==> src/rtl/dcw_pkg.sv <==
package dcw_pkg;
  typedef enum logic [2:0] {S_IDLE, S_RD, S_CHECK, S_WB, S_ADV} st_e;

  localparam int APP_N      = 5;
  localparam int W_NXT      = 0;
  localparam int W_BUF_LO   = 2;
  localparam int W_BUF_HI   = 3;
  localparam int W_CTRL     = 6;
  localparam int W_STATUS   = 7;
  localparam int W_APP0     = 8;
  localparam int CTRL_EOF   = 26;
  localparam int CTRL_SOF   = 27;
  localparam int STS_DONE   = 31;
  localparam logic [3:0] STEP_NOSOF_LAST = 4'd4;
  localparam logic [3:0] STEP_SOF_LAST   = 4'd9;

  // fetch order: status, control, next, buffer lo/hi, then app words
  function automatic logic [3:0] step_word(input logic [3:0] s);
    case (s)
      4'd0:    step_word = 4'(W_STATUS);
      4'd1:    step_word = 4'(W_CTRL);
      4'd2:    step_word = 4'(W_NXT);
      4'd3:    step_word = 4'(W_BUF_LO);
      4'd4:    step_word = 4'(W_BUF_HI);
      default: step_word = s + 4'd3;
    endcase
  endfunction
endpackage

==> src/rtl/dcw_desc_store.sv <==
module dcw_desc_store
  import dcw_pkg::*;
#(
  parameter int AW    = 32,
  parameter int LEN_W = 23
) (
  input  logic                  clk_i,
  input  logic                  rst_ni,
  input  logic                  cap_i,
  input  logic [3:0]            widx_i,
  input  logic [31:0]           data_i,
  output logic [AW-1:0]         next_o,
  output logic [63:0]           buf_o,
  output logic [LEN_W-1:0]      len_o,
  output logic                  sof_o,
  output logic                  eof_o,
  output logic [APP_N*32-1:0]   app_o
);
  always_ff @(posedge clk_i or negedge rst_ni) begin
    if (!rst_ni) begin
      next_o <= '0;
      buf_o  <= '0;
      len_o  <= '0;
      sof_o  <= 1'b0;
      eof_o  <= 1'b0;
    end else if (cap_i) begin
      case (widx_i)
        4'(W_NXT):    next_o        <= data_i[AW-1:0];
        4'(W_BUF_LO): buf_o[31:0]   <= data_i;
        4'(W_BUF_HI): buf_o[63:32]  <= data_i;
        4'(W_CTRL): begin
          len_o <= data_i[LEN_W-1:0];
          sof_o <= data_i[CTRL_SOF];
          eof_o <= data_i[CTRL_EOF];
        end
        default: ;
      endcase
    end
  end

  for (genvar j = 0; j < APP_N; j++) begin : g_app
    always_ff @(posedge clk_i or negedge rst_ni) begin
      if (!rst_ni)                                   app_o[32*j +: 32] <= '0;
      else if (cap_i && widx_i == 4'(W_APP0 + j))    app_o[32*j +: 32] <= data_i;
    end
  end
endmodule

==> src/rtl/dcw_frame_acc.sv <==
module dcw_frame_acc #(
  parameter int LEN_W     = 23,
  parameter int MAX_FRAME = 16384
) (
  input  logic             clk_i,
  input  logic             rst_ni,
  input  logic             sof_i,
  input  logic             eof_i,
  input  logic [LEN_W-1:0] len_i,
  input  logic             commit_i,
  input  logic             clear_i,
  output logic             over_o
);
  localparam int PW = $clog2(MAX_FRAME + 1);
  localparam int SW = (LEN_W > PW ? LEN_W : PW) + 1;

  logic [PW-1:0] pos_q;
  logic [SW-1:0] cand;

  assign cand   = (sof_i ? '0 : SW'(pos_q)) + SW'(len_i);
  assign over_o = cand > SW'(MAX_FRAME);

  always_ff @(posedge clk_i or negedge rst_ni) begin
    if (!rst_ni)       pos_q <= '0;
    else if (clear_i)  pos_q <= '0;
    else if (commit_i) pos_q <= eof_i ? '0 : cand[PW-1:0];
  end

  a_r9_pos_bound: assert property (@(posedge clk_i) disable iff (!rst_ni)
    pos_q <= PW'(MAX_FRAME));
  a_r6_eof_clears: assert property (@(posedge clk_i) disable iff (!rst_ni)
    commit_i && eof_i && !clear_i |=> pos_q == '0);
endmodule

==> src/rtl/dcw_walker.sv <==
module dcw_walker
  import dcw_pkg::*;
#(
  parameter int AW        = 32,  // pointer width, at most 32
  parameter int LEN_W     = 23,
  parameter int MAX_FRAME = 16384
) (
  input  logic                 clk_i,
  input  logic                 rst_ni,
  input  logic                 start_i,
  input  logic                 run_i,
  input  logic                 idle_i,
  input  logic [AW-1:0]        cur_ptr_i,
  input  logic [AW-1:0]        tail_ptr_i,
  output logic [AW-1:0]        cur_ptr_o,
  output logic                 cur_ptr_we_o,
  output logic                 halt_o,
  output logic                 idle_o,
  output logic                 err_o,
  output logic                 mem_req_o,
  output logic                 mem_we_o,
  output logic [AW-1:0]        mem_addr_o,
  output logic [31:0]          mem_wdata_o,
  input  logic                 mem_rsp_i,
  input  logic [31:0]          mem_rdata_i,
  output logic                 xfer_valid_o,
  output logic [63:0]          xfer_addr_o,
  output logic [LEN_W-1:0]     xfer_len_o,
  output logic                 frame_start_o,
  output logic                 frame_done_o,
  output logic                 app_valid_o,
  output logic [APP_N*32-1:0]  app_o
);
  st_e           st_q;
  logic [3:0]    step_q;
  logic [AW-1:0] cur_q;
  logic [AW-1:0] next_w;
  logic [3:0]    widx;
  logic          sof_w, eof_w, over_w, cap_w, last_rd;

  assign widx    = (st_q == S_WB) ? 4'(W_STATUS) : step_word(step_q);
  assign cap_w   = (st_q == S_RD) && mem_rsp_i;
  assign last_rd = sof_w ? (step_q == STEP_SOF_LAST) : (step_q == STEP_NOSOF_LAST);

  dcw_desc_store #(.AW(AW), .LEN_W(LEN_W)) u_store (
    .clk_i, .rst_ni, .cap_i(cap_w), .widx_i(widx), .data_i(mem_rdata_i),
    .next_o(next_w), .buf_o(xfer_addr_o), .len_o(xfer_len_o),
    .sof_o(sof_w), .eof_o(eof_w), .app_o(app_o)
  );

  dcw_frame_acc #(.LEN_W(LEN_W), .MAX_FRAME(MAX_FRAME)) u_acc (
    .clk_i, .rst_ni, .sof_i(sof_w), .eof_i(eof_w), .len_i(xfer_len_o),
    .commit_i(xfer_valid_o), .clear_i(err_o), .over_o(over_w)
  );

  assign mem_req_o     = (st_q == S_RD) || (st_q == S_WB);
  assign mem_we_o      = (st_q == S_WB);
  assign mem_addr_o    = cur_q + AW'({widx, 2'b00});
  assign mem_wdata_o   = {1'b1, {(31-LEN_W){1'b0}}, xfer_len_o};

  assign halt_o        = cap_w && (step_q == 4'd0) && mem_rdata_i[STS_DONE];
  assign xfer_valid_o  = (st_q == S_CHECK) && !over_w;
  assign err_o         = (st_q == S_CHECK) && over_w;
  assign frame_start_o = xfer_valid_o && sof_w;
  assign app_valid_o   = xfer_valid_o && sof_w;
  assign frame_done_o  = xfer_valid_o && eof_w;
  assign cur_ptr_we_o  = (st_q == S_ADV);
  assign cur_ptr_o     = next_w;
  assign idle_o        = (st_q == S_ADV) && (cur_q == tail_ptr_i);

  always_ff @(posedge clk_i or negedge rst_ni) begin
    if (!rst_ni) begin
      st_q   <= S_IDLE;
      step_q <= '0;
      cur_q  <= '0;
    end else begin
      case (st_q)
        S_IDLE: if (start_i && run_i && !idle_i) begin
          cur_q  <= cur_ptr_i;
          step_q <= '0;
          st_q   <= S_RD;
        end
        S_RD: if (mem_rsp_i) begin
          if (halt_o)       st_q <= S_IDLE;
          else if (step_q > 4'd1 && last_rd) st_q <= S_CHECK;
          else              step_q <= step_q + 4'd1;
        end
        S_CHECK: st_q <= over_w ? S_IDLE : S_WB;
        S_WB:    if (mem_rsp_i) st_q <= S_ADV;
        S_ADV: begin
          cur_q  <= next_w;
          step_q <= '0;
          st_q   <= (cur_q == tail_ptr_i) ? S_IDLE : S_RD;
        end
        default: st_q <= S_IDLE;
      endcase
    end
  end

  a_r2_req_held: assert property (@(posedge clk_i) disable iff (!rst_ni)
    mem_req_o && !mem_rsp_i |=> mem_req_o && $stable(mem_addr_o) && $stable(mem_we_o));
  a_r3_halt_stops: assert property (@(posedge clk_i) disable iff (!rst_ni)
    halt_o |=> !mem_req_o && !xfer_valid_o);
  a_r9_err_stops: assert property (@(posedge clk_i) disable iff (!rst_ni)
    err_o |=> !mem_req_o && !cur_ptr_we_o);
  a_r7_wb_after_xfer: assert property (@(posedge clk_i) disable iff (!rst_ni)
    mem_we_o && !$past(mem_we_o) |-> $past(xfer_valid_o));
  a_r8_idle_after_wb: assert property (@(posedge clk_i) disable iff (!rst_ni)
    idle_o |-> $past(mem_we_o && mem_rsp_i));
  a_r8_single_end: assert property (@(posedge clk_i) disable iff (!rst_ni)
    $onehot0({halt_o, idle_o, err_o}));
endmodule

==> config.mk <==
export PLATFORM = sky130hd
export DESIGN_NAME = dcw_walker
export DESIGN_NICKNAME = d
export VERILOG_FILES = /design/src/rtl/dcw_pkg.sv /design/src/rtl/dcw_desc_store.sv /design/src/rtl/dcw_frame_acc.sv /design/src/rtl/dcw_walker.sv
export SDC_FILE = /design/constraint.sdc
export NUM_CORES = 1
export LEC_CHECK = 0
export ABC_AREA = 1
export BUFFER_PORTS_ARGS = -buffer_cell sky130_fd_sc_hd__buf_2
export CELL_PAD_IN_SITES_DETAIL_PLACEMENT = 0
export CELL_PAD_IN_SITES_GLOBAL_PLACEMENT = 1
export CORE_MARGIN = 3
export CORE_UTILIZATION = 41
export CTS_CLUSTER_DIAMETER = 40
export CTS_CLUSTER_SIZE = 8
export DETAILED_ROUTE_END_ITERATION = 8
export PLACE_DENSITY_LB_ADDON = 0.1
export SLEW_MARGIN = 20
export SYNTH_ARGS = -nofsm -noshare
export SYNTH_HDL_FRONTEND = slang
export SYNTH_SLANG_ARGS = --single-unit
==> constraint.sdc <==
create_clock -name clk_i -period 6.4 [get_ports clk_i]
set_input_delay 0.32 -clock clk_i [delete_from_list [all_inputs] [get_ports clk_i]]
set_output_delay 0.32 -clock clk_i [all_outputs]
set_load 0.03 [all_outputs]
==> flow_summary.ini <==
[detailed_routing]
routed_wl_um = 56250
vias = 13970
firstDrtPassIters = 5
wl_per_cell_um = 20.02
detail-route-antenna-nets = 0
drt_iter0_markers = 907
drt_drc_violations_left = 0
via_per_inst = 4.971

[clock_network]
clock_latency_ns = 0.59
cts_resized = 0
clock-sinks = 335
clk_pin_slew_worst_paths_ns = 0.05
numCtsBuffers = 55
root_buffer = clkbuf_16
h-tree-depth = 2
ctsLongestPathBuffers = 3
holdBufCountCts = 30
tritoncts = yes
cts_setup_buffers = 0

[synthesis]
syn-cell-area_mm2 = 0.01589
synth-compound-area-share_pct = 13.12
yosys.area_share.adder_pct = 2.063
synth-xor-area-share_pct = 2.701
synth_common_cells = nand2_1 (549), dfrtp_1 (335), o21ai_1 (185), inv_1 (158), nor2_1 (110)
yosysMostFrequentCell = nand2_1
yosysWarningCount = 0
async_reset_ff_share_pct = 100.0
syn_area_per_cell_um2 = 8.643
synth_mux_area_share_pct = 0
synth_top_family_by_area = simple AND/OR/NAND/NOR gates
synth_edf_count = 0
synth_top_area_cell = dfrtp_1
ys_seq_elements = 335
synth_top_area_share_pct = 52.77
syn_inst = 1838
synthTopCellsByArea = dfrtp_1 (53%), nand2_1 (13%), o21ai_1 (5.8%)
synthSimpleGateAreaFrac_pct = 20.97
yosysUniqueCellTypes = 43
synth_flop_cell = dfrtp_1
ys_seq_area_share_pct = 52.77

[floorplan]
start_util_pct = 41.88
die_area_mm2 = 0.04115
rows = 71
coreArea_mm2 = 0.03793
die_x_um = 202.8
ioPinCount = 455
die_height_um = 202.8

[worst_setup_path]
worstPathRequired_ns = 6.08
cp.arrival_ns = 4.71
startpoint_type = register
crit_fanout = 6
critical_path.endpoint_type = output port
crit_type = reg2out

[power_and_ir_drop]
power_uw = 9589
peakVddDrop_mv = 0.2316
power_leakage_uw = 0.01084
powerDensity_mw_per_mm2 = 476.7

[placement]
portBuffers = 445
placed_cell_area_mm2 = 0.01816
dp_hpwl_um = 40640
globalplace.congestion = 0.8612

[global_routing]
grt_pass1_wl_um = 83910
grt_pass1_vias = 13780
antenna_found_initial = 5
grt.overflow.total = 0
grt.total_usage_pct = 26.80
grt_max_degree = 136

[layout]
fin_util_pct = 53.03
fin_nets = 2401
fillerInstances = 3741
drive_above_1_share_pct = 26.33
fin_area_mm2 = 0.02012
area_delta_synth_final_pct = 26.63

[timing]
rsz0062_at_grt = false
setup_viol = 0
maxSlewViolCount = 0
period_needed_ns = 5.026
slew_headroom_pct = 30.24
tightest_slew_ns = 1.043
tns_ns = 0
max_freq_ghz = 0.1990
fin_skew_ns = 0.02001
hold_violations = 0
fin_crit_sh_pct = 78.53

[job]
drv_cap = 0

[status]
status = complete, no violations

[min_path]
hold_class = in2reg
-- where the power goes --
part           switching, µW  leakage, µW  total (µW)  internal, µW
combinational           2680      0.00553        3810          1120
clock                   1010     0.000799        2680          1670
sequential               506      0.00451        3100          2600
-- per-stage QoR --
step | hold slack (ns) | cells | setup WS (ns)
floorplan | 0.02441 | 1845 | 2.351
global placement | 0.3851 | 2698 | 2.146
detailed placement | 0.3859 | 2698 | 1.996
CTS | 0.002923 | 2805 | 1.360
global route | 0.02815 | 2809 | 0.8797
finish | 0.03247 | 2810 | 1.374
-- state kept, by name, summed over array words and instances, names as in the netlist --
register / count
cur_q: 32
st_q: 3
step_q: 4
u_acc.pos_q: 15
u_store.app_o: 160
u_store.buf_o: 64
u_store.eof_o: 1
u_store.len_o: 23
u_store.next_o: 32
u_store.sof_o: 1
-- worst max-delay path: stages (launching register included) --
cell and delay (ns):
dfrtp_1 0.48, inv_1 0.14, ha_1 0.26, inv_1 0.11, a21oi_1 0.11, a211oi_2 0.30
nand2_4 0.15, o21ai_4 0.32, ha_1 0.26, fa_1 0.22, nand3_1 0.08, nand2_1 0.11
nand3_1 0.15, nor2_1 0.33, nand2_1 0.14, nor4b_1 0.28, nand3_1 0.17, nor2_1 0.15
xor2_1 0.15, buf_2 0.21
-- area by class of cell --
cell class                 instances  area [µm²]  share of cell area (%)
antenna                            5       12.51                 0.06220
clock buffer                      62        1453                   7.221
clock inverter                    15       190.2                  0.9454
inverter                         162       608.1                   3.023
multi-input combinational       1237        6221                   30.92
sequential                       335        8383                   41.67
tap                              511       639.4                   3.178
timing repair buffer             483        2610                   12.97
-- cell usage in the layout, fill, tap and decap left out, types with 4 or more instances in the layout --
master / n
or2_2: 9
o22ai_1: 16
nand2_1: 549
ha_1: 23
dfrtp_1: 335
clkbuf_16: 55
xnor2_1: 25
nor4_1: 8
buf_4: 7
o2111ai_1: 4
inv_2: 4
clkbuf_8: 5
nand3_1: 54
nand3b_1: 6
a21oi_1: 16
diode_2: 5
buf_2: 444
nand2_4: 6
a31oi_1: 33
o21ai_2: 37
xor2_1: 24
nand4_1: 21
nor2_2: 4
o21ai_1: 185
o21ai_0: 65
inv_1: 158
conb_1: 9
nor2_1: 108
dlygate4sd3_1: 30
nor3_1: 12
clkinv_2: 6
-- final timing paths --
kind,start,end,slack (ns),cells past startpoint
worst max-delay path,step_q[0],mem_addr_o[30],1.37,19
worst min-delay path,cur_ptr_i[3],cur_q[3],0.03,3
worst max register to register,u_store.sof_o,u_acc.pos_q[3],2.99,18
max in group asynchronous,rst_ni,u_store.next_o[28],4.78,3
worst min register to register,u_store.app_o[147],u_store.app_o[147],0.48,2
min in group asynchronous,rst_ni,u_acc.pos_q[11],0.33,2
-- per-layer routing --
layer  vias up  global-route usage, %  part of all wire, %
met1      6647                  35.15                   43
met5         -                      0                    0
met2       441                  42.52                   46
met4         0                  10.32                  3.3
met3        89                  7.343                  7.4
li1       6792                      -                    -
-- cells by family after synthesis --
kind of cell	after synthesis
simple gates	790
buf+inv	273
xor+xnor	49
flops	335
compound gates	364
other cells	2
fa+ha+maj	25
Power figures use the tool's default switching activity.
